<file path="config.mk">
export PLATFORM = sky130hd
export DESIGN_NAME = clksel_boot_seq
export DESIGN_NICKNAME = d
export VERILOG_FILES = /design/src/rtl/clksel_pkg.sv /design/src/rtl/clksel_sync.sv /design/src/rtl/clksel_seq.sv /design/src/rtl/clksel_spi_wr.sv /design/src/rtl/clksel_boot_seq.sv
export SDC_FILE = /design/constraint.sdc
export NUM_CORES = 1
export LEC_CHECK = 0
export BUFFER_PORTS_ARGS = -buffer_cell sky130_fd_sc_hd__buf_2
export CORE_ASPECT_RATIO = 0.8
export CORE_MARGIN = 2
export CORE_UTILIZATION = 60
export CTS_CLUSTER_DIAMETER = 100
export DETAILED_ROUTE_END_ITERATION = 16
export PLACE_DENSITY = 0.74
export SETUP_SLACK_MARGIN = 0.5
export SYNTH_ARGS = -nofsm -noshare
export SYNTH_HDL_FRONTEND = slang
export SYNTH_SLANG_ARGS = --single-unit
</file>
<file path="constraint.sdc">
create_clock -name clk -period 5.1 [get_ports clk]
set_input_delay 0.255 -clock clk [delete_from_list [all_inputs] [get_ports clk]]
set_output_delay 0.255 -clock clk [all_outputs]
set_load 0.03 [all_outputs]
</file>
<file path="src/rtl/clksel_pkg.sv">
package clksel_pkg;

  localparam int ADDR_W  = 13;
  localparam int DATA_W  = 8;
  localparam int FRAME_W = 3 + ADDR_W + DATA_W;
  localparam int N_ENTRY = 4;
  localparam int SEL_IDX = 1;

  localparam logic [DATA_W-1:0] SEL_EXT_BYTE = 8'h1A;
  localparam logic [DATA_W-1:0] SEL_INT_BYTE = 8'h1D;

  typedef struct packed {
    logic [ADDR_W-1:0] addr;
    logic [DATA_W-1:0] data;
  } wr_entry_t;

  typedef enum logic [1:0] {SQ_IDLE, SQ_ISSUE, SQ_WAIT, SQ_DONE} seq_state_t;
  typedef enum logic [1:0] {EN_GAP, EN_IDLE, EN_SHIFT, EN_HOLD} eng_state_t;

  // Boot write list; the clock-input entry takes its byte from the switch decode.
  function automatic wr_entry_t rom_entry(input int unsigned idx, input logic use_ext);
    wr_entry_t e;
    case (idx)
      0:       e = '{addr: 13'h000, data: 8'h10};
      SEL_IDX: e = '{addr: 13'h045, data: (use_ext ? SEL_EXT_BYTE : SEL_INT_BYTE)};
      2:       e = '{addr: 13'h058, data: 8'h20};
      default: e = '{addr: 13'h05A, data: 8'h01};
    endcase
    return e;
  endfunction

  // Write instruction: R/W=0, length=00 (one byte), address, then data.
  function automatic logic [FRAME_W-1:0] build_frame(input wr_entry_t e);
    return {1'b0, 2'b00, e.addr, e.data};
  endfunction

endpackage

</file>
<file path="src/rtl/clksel_sync.sv">
module clksel_sync #(
  parameter int W = 2
) (
  input  logic         clk,
  input  logic         rst_n,
  input  logic [W-1:0] d_async,
  output logic [W-1:0] d_sync
);
  logic [W-1:0] meta_q;
  logic [W-1:0] sync_q;

  always_ff @(posedge clk or negedge rst_n) begin
    if (!rst_n) begin
      meta_q <= '0;
      sync_q <= '0;
    end else begin
      meta_q <= d_async;
      sync_q <= meta_q;
    end
  end

  assign d_sync = sync_q;
endmodule

</file>
<file path="src/rtl/clksel_seq.sv">
module clksel_seq
  import clksel_pkg::*;
#(
  parameter int NUM_ENTRY = N_ENTRY
) (
  input  logic               clk,
  input  logic               rst_n,
  input  logic               valid_in,
  input  logic [1:0]         sw_sync,
  output logic               req_valid,
  input  logic               req_ready,
  output logic [FRAME_W-1:0] req_frame,
  output logic               abort,
  output logic               clocks_invalid
);
  localparam int IDX_W = (NUM_ENTRY > 1) ? $clog2(NUM_ENTRY) : 1;
  localparam logic [IDX_W-1:0] LAST_IDX = IDX_W'(NUM_ENTRY - 1);

  seq_state_t       st_q, st_d;
  logic [IDX_W-1:0] idx_q;
  logic             ext_q;
  logic             inv_q;

  always_comb begin
    st_d = st_q;
    if (!valid_in) begin
      st_d = SQ_IDLE;
    end else begin
      case (st_q)
        SQ_IDLE:  st_d = SQ_ISSUE;
        SQ_ISSUE: if (req_ready) st_d = SQ_WAIT;
        SQ_WAIT:  if (req_ready) st_d = (idx_q == LAST_IDX) ? SQ_DONE : SQ_ISSUE;
        default:  st_d = SQ_DONE;
      endcase
    end
  end

  always_ff @(posedge clk or negedge rst_n) begin
    if (!rst_n) begin
      st_q  <= SQ_IDLE;
      idx_q <= '0;
      ext_q <= 1'b0;
      inv_q <= 1'b1;
    end else begin
      st_q  <= st_d;
      inv_q <= (st_d != SQ_DONE);
      if (st_q == SQ_IDLE) begin
        idx_q <= '0;
        ext_q <= (sw_sync == 2'b00);
      end else if (valid_in && st_q == SQ_WAIT && req_ready && idx_q != LAST_IDX) begin
        idx_q <= idx_q + 1'b1;
      end
    end
  end

  assign req_valid      = valid_in && (st_q == SQ_ISSUE);
  assign req_frame      = build_frame(rom_entry(int'(idx_q), ext_q));
  assign abort          = !valid_in;
  assign clocks_invalid = inv_q;
endmodule

</file>
<file path="src/rtl/clksel_spi_wr.sv">
module clksel_spi_wr
  import clksel_pkg::*;
#(
  parameter int FW       = FRAME_W,
  parameter int SCLK_DIV = 8,
  parameter int CS_GAP   = 2
) (
  input  logic          clk,
  input  logic          rst_n,
  input  logic          req_valid,
  output logic          req_ready,
  input  logic [FW-1:0] req_frame,
  input  logic          abort,
  output logic          spi_cs_n,
  output logic          spi_sclk,
  output logic          spi_mosi
);
  localparam int HALF    = SCLK_DIV / 2;
  localparam int GAP_CYC = CS_GAP * SCLK_DIV;
  localparam int CNT_W   = $clog2(GAP_CYC + HALF + 1);
  localparam int BIT_W   = $clog2(FW);
  localparam logic [CNT_W-1:0] HALF_END = CNT_W'(HALF - 1);
  localparam logic [CNT_W-1:0] GAP_END  = CNT_W'(GAP_CYC - 1);
  localparam logic [BIT_W-1:0] BIT_END  = BIT_W'(FW - 1);

  eng_state_t       st_q;
  logic [CNT_W-1:0] cnt_q;
  logic [BIT_W-1:0] bit_q;
  logic [FW-1:0]    sh_q;
  logic             cs_n_q;
  logic             sclk_q;

  always_ff @(posedge clk or negedge rst_n) begin
    if (!rst_n) begin
      st_q   <= EN_GAP;
      cnt_q  <= '0;
      bit_q  <= '0;
      sh_q   <= '0;
      cs_n_q <= 1'b1;
      sclk_q <= 1'b0;
    end else if (abort && (st_q == EN_SHIFT || st_q == EN_HOLD)) begin
      st_q   <= EN_GAP;
      cnt_q  <= '0;
      cs_n_q <= 1'b1;
      sclk_q <= 1'b0;
    end else begin
      case (st_q)
        EN_GAP: begin
          if (cnt_q == GAP_END) begin
            st_q  <= EN_IDLE;
            cnt_q <= '0;
          end else begin
            cnt_q <= cnt_q + 1'b1;
          end
        end
        EN_IDLE: begin
          if (req_valid) begin
            sh_q   <= req_frame;
            cs_n_q <= 1'b0;
            sclk_q <= 1'b0;
            cnt_q  <= '0;
            bit_q  <= '0;
            st_q   <= EN_SHIFT;
          end
        end
        EN_SHIFT: begin
          if (cnt_q == HALF_END) begin
            cnt_q <= '0;
            if (!sclk_q) begin
              sclk_q <= 1'b1;
            end else begin
              sclk_q <= 1'b0;
              if (bit_q == BIT_END) begin
                st_q <= EN_HOLD;
              end else begin
                bit_q <= bit_q + 1'b1;
                sh_q  <= sh_q << 1;
              end
            end
          end else begin
            cnt_q <= cnt_q + 1'b1;
          end
        end
        default: begin
          if (cnt_q == HALF_END) begin
            cs_n_q <= 1'b1;
            cnt_q  <= '0;
            st_q   <= EN_GAP;
          end else begin
            cnt_q <= cnt_q + 1'b1;
          end
        end
      endcase
    end
  end

  assign req_ready = (st_q == EN_IDLE);
  assign spi_cs_n  = cs_n_q;
  assign spi_sclk  = sclk_q;
  assign spi_mosi  = sh_q[FW-1];
endmodule

</file>
<file path="src/rtl/clksel_boot_seq.sv">
module clksel_boot_seq
  import clksel_pkg::*;
#(
  parameter int SCLK_DIV = 8,
  parameter int CS_GAP   = 2
) (
  input  logic       clk,
  input  logic       rst_n,
  input  logic       aux_valid,
  input  logic [1:0] cfg_sw,
  output logic       spi_cs_n,
  output logic       spi_sclk,
  output logic       spi_mosi,
  input  logic       spi_miso,
  output logic       clocks_invalid
);
  logic [1:0]         sw_sync;
  logic               req_valid;
  logic               req_ready;
  logic [FRAME_W-1:0] req_frame;
  logic               abort;
  logic               unused_miso;

  assign unused_miso = spi_miso;

  clksel_sync #(.W(2)) u_sync (
    .clk     (clk),
    .rst_n   (rst_n),
    .d_async (cfg_sw),
    .d_sync  (sw_sync)
  );

  clksel_seq #(.NUM_ENTRY(N_ENTRY)) u_seq (
    .clk            (clk),
    .rst_n          (rst_n),
    .valid_in       (aux_valid),
    .sw_sync        (sw_sync),
    .req_valid      (req_valid),
    .req_ready      (req_ready),
    .req_frame      (req_frame),
    .abort          (abort),
    .clocks_invalid (clocks_invalid)
  );

  clksel_spi_wr #(.FW(FRAME_W), .SCLK_DIV(SCLK_DIV), .CS_GAP(CS_GAP)) u_spi (
    .clk       (clk),
    .rst_n     (rst_n),
    .req_valid (req_valid),
    .req_ready (req_ready),
    .req_frame (req_frame),
    .abort     (abort),
    .spi_cs_n  (spi_cs_n),
    .spi_sclk  (spi_sclk),
    .spi_mosi  (spi_mosi)
  );
endmodule

</file>
Word-level counts from Yosys, hierarchy flattened
Cells that the tools add are included.

word-level totals
  register bits after elaboration = 48
  logic and storage cells = 99

cells by class
  add/sub/neg operators = 3
  equal/unequal tests = 23
  multiplexer cells = 39
  bitwise operators = 1
  reduce and logical (&&, ||, !) cells = 21

operators with widths
  operator               count
  $mux W24               4
  $pmux W24 S2           1
  $pmux W15 S3           1
  $mux W5                7
  $mux W2                13
  $pmux W5 S2            2
  $pmux W2 S3            2
  $reduce_and A6 Y1      2
  $add A5 B1 Y5 const B  2
  $eq A2 B2 Y1 const B   5
  $ne A2 B2 Y1 const B   5
  $logic_not A2 Y1       4
  $eq A2 B1 Y1 const B   3
  $mux W1                6
  $ne A3 B2 Y1 const B   2
  $ne A3 B3 Y1 const B   2
  $reduce_and A3 Y1      2
  $reduce_bool A3 Y1     2
  $eq A5 B2 Y1 const B   1
  $eq A5 B4 Y1 const B   1
  $eq A5 B5 Y1 const B   1
  $logic_and A1 B1 Y1    5
  $ne A2 B1 Y1 const B   2
  $pmux W1 S2            2
  9 further kinds        10

Logic depth before layout (Yosys ltp)
  depth in word-level cells = 6
  depth in mapped cells = 8

Cells and area by module
Synthesis repeated with hierarchy kept, for this count alone.

second synthesis, totals
  cell total of the unflattened synthesis = 246
  area total of the unflattened synthesis = 2,872.8 µm²

by module, submodules not included
  module         instances  cells an instance  area an instance (µm²)
  clksel_spi_wr  1          181                2,240.9
  clksel_seq     1          61                 531.8
  clksel_sync    1          4                  100.1

Worst setup path before layout
OpenSTA, ideal clock, no wires.

  path type = reg-to-reg
  start point = register u_spi.cnt_q[0]
  end point = register u_spi.bit_q[0]
  setup time = 0.125 ns
  arrival time = 2.167 ns
  data required time = 4.975 ns
  setup slack = 2.808 ns
  cell stages (with the launch flop) = 7
  buffers on the path = 1
  path through = dfrtp_1 > ha_1 > or4b_4 > o41a_1 > nor2_1 > buf_4 > mux2_2

on the way
  cells in the longest elaborated chain, start to end = 3

RTL lines
  what                                RTL line             text
  start: declaration                  clksel_spi_wr.sv:27  logic [CNT_W-1:0] cnt_q;
  start signal: assignment            clksel_spi_wr.sv:53  cnt_q <= cnt_q + 1'b1;
  start signal: assignment            clksel_spi_wr.sv:81  cnt_q <= cnt_q + 1'b1;
  start signal: assignment            clksel_spi_wr.sv:90  cnt_q <= cnt_q + 1'b1;
  $eq A5 B2 Y1                        clksel_spi_wr.sv:67  if (cnt_q == HALF_END) begin
  $ne A2 B2 Y1 (no source line)       --
  $reduce_and A6 Y1 (no source line)  --
  end signal: assignment              clksel_spi_wr.sv:76  bit_q <= bit_q + 1'b1;
  end: declaration                    clksel_spi_wr.sv:28  logic [BIT_W-1:0] bit_q;

No other way between the ends.
A chain may end at the register's enable or synchronous reset.

Worst setup path after layout
  start point = register u_spi.cnt_q[0]
  end point = register u_spi.sh_q[11]

on the way
  cells in the longest elaborated chain, start to end = 3

RTL lines
  what                                RTL line             text
  $eq A5 B2 Y1                        clksel_spi_wr.sv:67
  $ne A2 B2 Y1 (no source line)       --
  $reduce_and A6 Y1 (no source line)  --
  end signal: assignment              clksel_spi_wr.sv:58  sh_q <= req_frame;
  end signal: assignment              clksel_spi_wr.sv:77  sh_q <= sh_q << 1;
  end: declaration                    clksel_spi_wr.sv:29  logic [FW-1:0] sh_q;

No other way between the ends.

==> summary.md <==
| Metric | Value |
|---|---|
| Status | `complete, no violations` |
| Distinct cells, synth | `41` |
| Setup TNS | `0 ns` |
| CP required | `5.28 ns` |
| Largest family of logic cells by synthesized area | `compound AO/OA/AOI/OAI gates` |
| Hold Crit Start | `cfg_sw[1]` |
| CTS tree | `done` |
| Hold_buf cts | `0` |
| Pwr dens | `513 nW/um^2` |
| Cts bufs inserted | `5` |
| Fin crit share | `54.5%` |
| Post-Synth XOR/XNOR Area | `0.353%` |
| Synth top cells by count | `dfrtp_1 (46), nand2_1 (30), o21ai_0 (22)` |
| Post-layout minimum cycle time | `2.78 ns` |
| Compound-Gate Fraction of Synth Area | `20.3%` |
| FF-to-FF path depth | `7` |
| Peak VDD IR | `0.000340 V` |
| TritonRoute pass-1 iters | `4` |
| Max Cap Viol | `0` |
| Row Count | `20` |
| Sequential share of the synthesized area | `48.5%` |
| Reg-to-Reg Start | `u_spi.cnt_q[0]` |
| Gpl congestion | `0.887` |
| Post-Syn Area | `2480 um^2` |
| Worst Setup Start Kind | `flip-flop` |
| Post-synth EDFFs | `0` |
| Worst Path Arrival | `2.96 ns` |
| Main synth FF type | `dfrtp_1` |
| Crit path from | `u_spi.cnt_q[0]` |
| Final WL | `4720 um` |
| Dpl hpwl | `3250 um` |
| Global-route wire length before repair | `7940 um` |
| Post-CTS setup buffer count | `0` |
| Synth area leader | `dfrtp_1` |
| PortBufs | `8` |
| Starting DRC count in detailed routing | `104` |
| Yosys reg bits | `48` |
| Post-synth net total | `275` |
| Max clock buf depth | `2` |
| WHS Path Cells | `1` |
| Simple-Gate Fraction of Synth Area | `13.3%` |
| Worst skew pair latency | `0.29 ns` |
| Vias in the first global route | `1691` |
| Nets | `283` |
| Cell with the most instances after synthesis | `dfrtp_1` |
| Mux contribution to synthesized area | `4.79%` |
| DR vias | `1849` |
| Antenna violations before repair | `0` |
| Endpoints failing setup | `0` |
| Layout cells sized above 1 | `11.8%` |
| Initial Util | `64.0%` |
| Routed WL per cell | `14.9 um` |
| CP max FO | `34` |
| Largest net degree at the start of global routing | `49` |
| Adder-Cell Fraction of Synth Area | `8.06%` |
| DRC | `0` |
| Grt ovf | `0` |
| Post-Syn Area per Cell | `9.81 um^2` |
| Root buf cell | `clkbuf_8` |
| H-tree depth | `2` |
| FF-to-FF End | `u_spi.sh_q[11]` |
| Slew @ Worst Pin | `1.17 ns` |
| # fillers | `294` |
| Synth warn | `0` |
| CORE AREA | `3880 um^2` |
| Max-slew headroom | `20.7%` |
| Lkg Pwr | `1.16 nW` |
| Final ANT Viol Nets | `0` |
| I/O Pins | `10` |
| Slew Viols, Final | `0` |
| RSZ-0062 raised after global routing | `false` |
| Clock sinks | `48` |
| Total power | `0.00137 W` |
| Proportion of netlist area held by the largest area contributor | `46.4%` |
| Max Clock Freq | `360 MHz` |
| Vias per cell | `5.83` |
| Hold EP | `u_sync.meta_q[1]` |
| Synthesized netlist cell count | `253` |
| CTS resizes | `0` |
| Die area | `4670 um^2` |
| Worst min path class | `in2reg` |
| Antenna fix cells | `0` |
| Die W | `75.9 um` |
| WS Path Type | `reg2reg` |
| Final hold vios | `0` |
| Synth top area cells | `dfrtp_1 (46%), ha_1 (8.1%), o31ai_1 (4.8%)` |
| Reg clk slew, reported paths | `0.08 ns` |
| Endpoint class of the critical path | `flip-flop` |
| Clock skew | `0.00821 ns` |
| Reg2reg setup slack | `2.32 ns` |
| Die Ht | `61.5 um` |
| Async SR Flop Fraction | `100%` |
| Total GRT Usage | `21.7%` |
| Area delta synth->final | `7.56%` |
-- per-stage QoR --
stage,hold WS (ns),setup WS [ns],std cells,instance area (um^2),utilization (%)
floorplan,-0.0406,2.81,253,2480,-
global placement,0.332,2.40,309,2580,66.5
detailed placement,0.342,2.35,309,2580,66.5
CTS,0.0624,2.34,317,2670,68.8
global route,0.0566,2.15,317,2670,68.8
finish,0.0687,2.32,317,2670,68.8
-- report_power, final --
group / switching, W / internal [W] / total (W)
logic: 0.000380 / 0.000210 / 0.000589
registers: 0.0000714 / 0.000484 / 0.000555
clock network: 0.000115 / 0.000111 / 0.000226
-- flip-flops by register name, summed over array words and instances, names as in the netlist --
signal and count:
u_spi.spi_sclk 1, u_spi.bit_q 5, u_sync.meta_q 2, u_spi.st_q 2, u_seq.clocks_invalid 1, u_sync.d_sync 2
u_spi.cnt_q 5, u_seq.idx_q 2, u_seq.st_q 2, u_seq.ext_q 1, u_spi.sh_q 24, u_spi.spi_cs_n 1
-- worst max path at each step --
| stage | endpoint | cells past startpoint |
|---|---|---|
| after global routing | u_spi.sh_q[12] | 9 |
| final | u_spi.sh_q[11] | 7 |
| after floorplan | u_spi.bit_q[0] | 6 |
| after detailed placement | u_spi.sh_q[11] | 7 |
| after global placement | u_spi.sh_q[12] | 7 |
| after CTS | u_spi.sh_q[11] | 7 |
-- kinds of logic (layout without fill, tap and decap cells) --
group | Yosys count | count (layout)
XOR/XNOR | 1 | 1
multiplexers | 11 | 11
buffers and inverters | 30 | 39
AND/OR/NAND/NOR | 67 | 67
AO/OA/AOI/OAI | 80 | 80
flip-flops | 48 | 48
adder cells (fa/ha/maj) | 16 | 16
-- cell usage in the layout (no fill, tap or decap), types with 3 or more instances in the layout --
master	n
or3_1	3
o41ai_1	3
or4_1	4
o21ai_0	22
a21oi_1	19
mux2_2	7
dfrtp_1	46
clkbuf_8	6
nor2_1	11
nand2_1	30
nor3_1	5
ha_1	16
o31ai_1	16
inv_1	19
buf_4	4
mux2i_1	4
nand3_1	5
a31oi_1	5
buf_2	8
-- layout make-up --
type	count	area, um^2	share of cell area, %
flip-flops and latches	48	1200	45.1
clock buffers	8	90.1	3.37
inverters	19	71.3	2.67
repair buffers	12	70.1	2.62
well taps	55	68.8	2.58
multi-input cells	175	1170	43.7
-- metal layers --
metal	track usage, %	vias up	part of all wire (%)
li1	-	930	-
met1	30.5	891	53
met2	36.4	23	44
met3	3.96	5	2.6
met4	4.94	0	0.61
met5	0	-	0
-- worst max-delay path, stage by stage (launching register included) --
cell and delay [ns]:
dfrtp_1 0.40, ha_1 0.24, or4b_4 0.51, o41a_1 0.38, buf_4 0.23, nor2_1 0.31
buf_4 0.25, mux2_2 0.34
(Power assumes the default switching activity.)
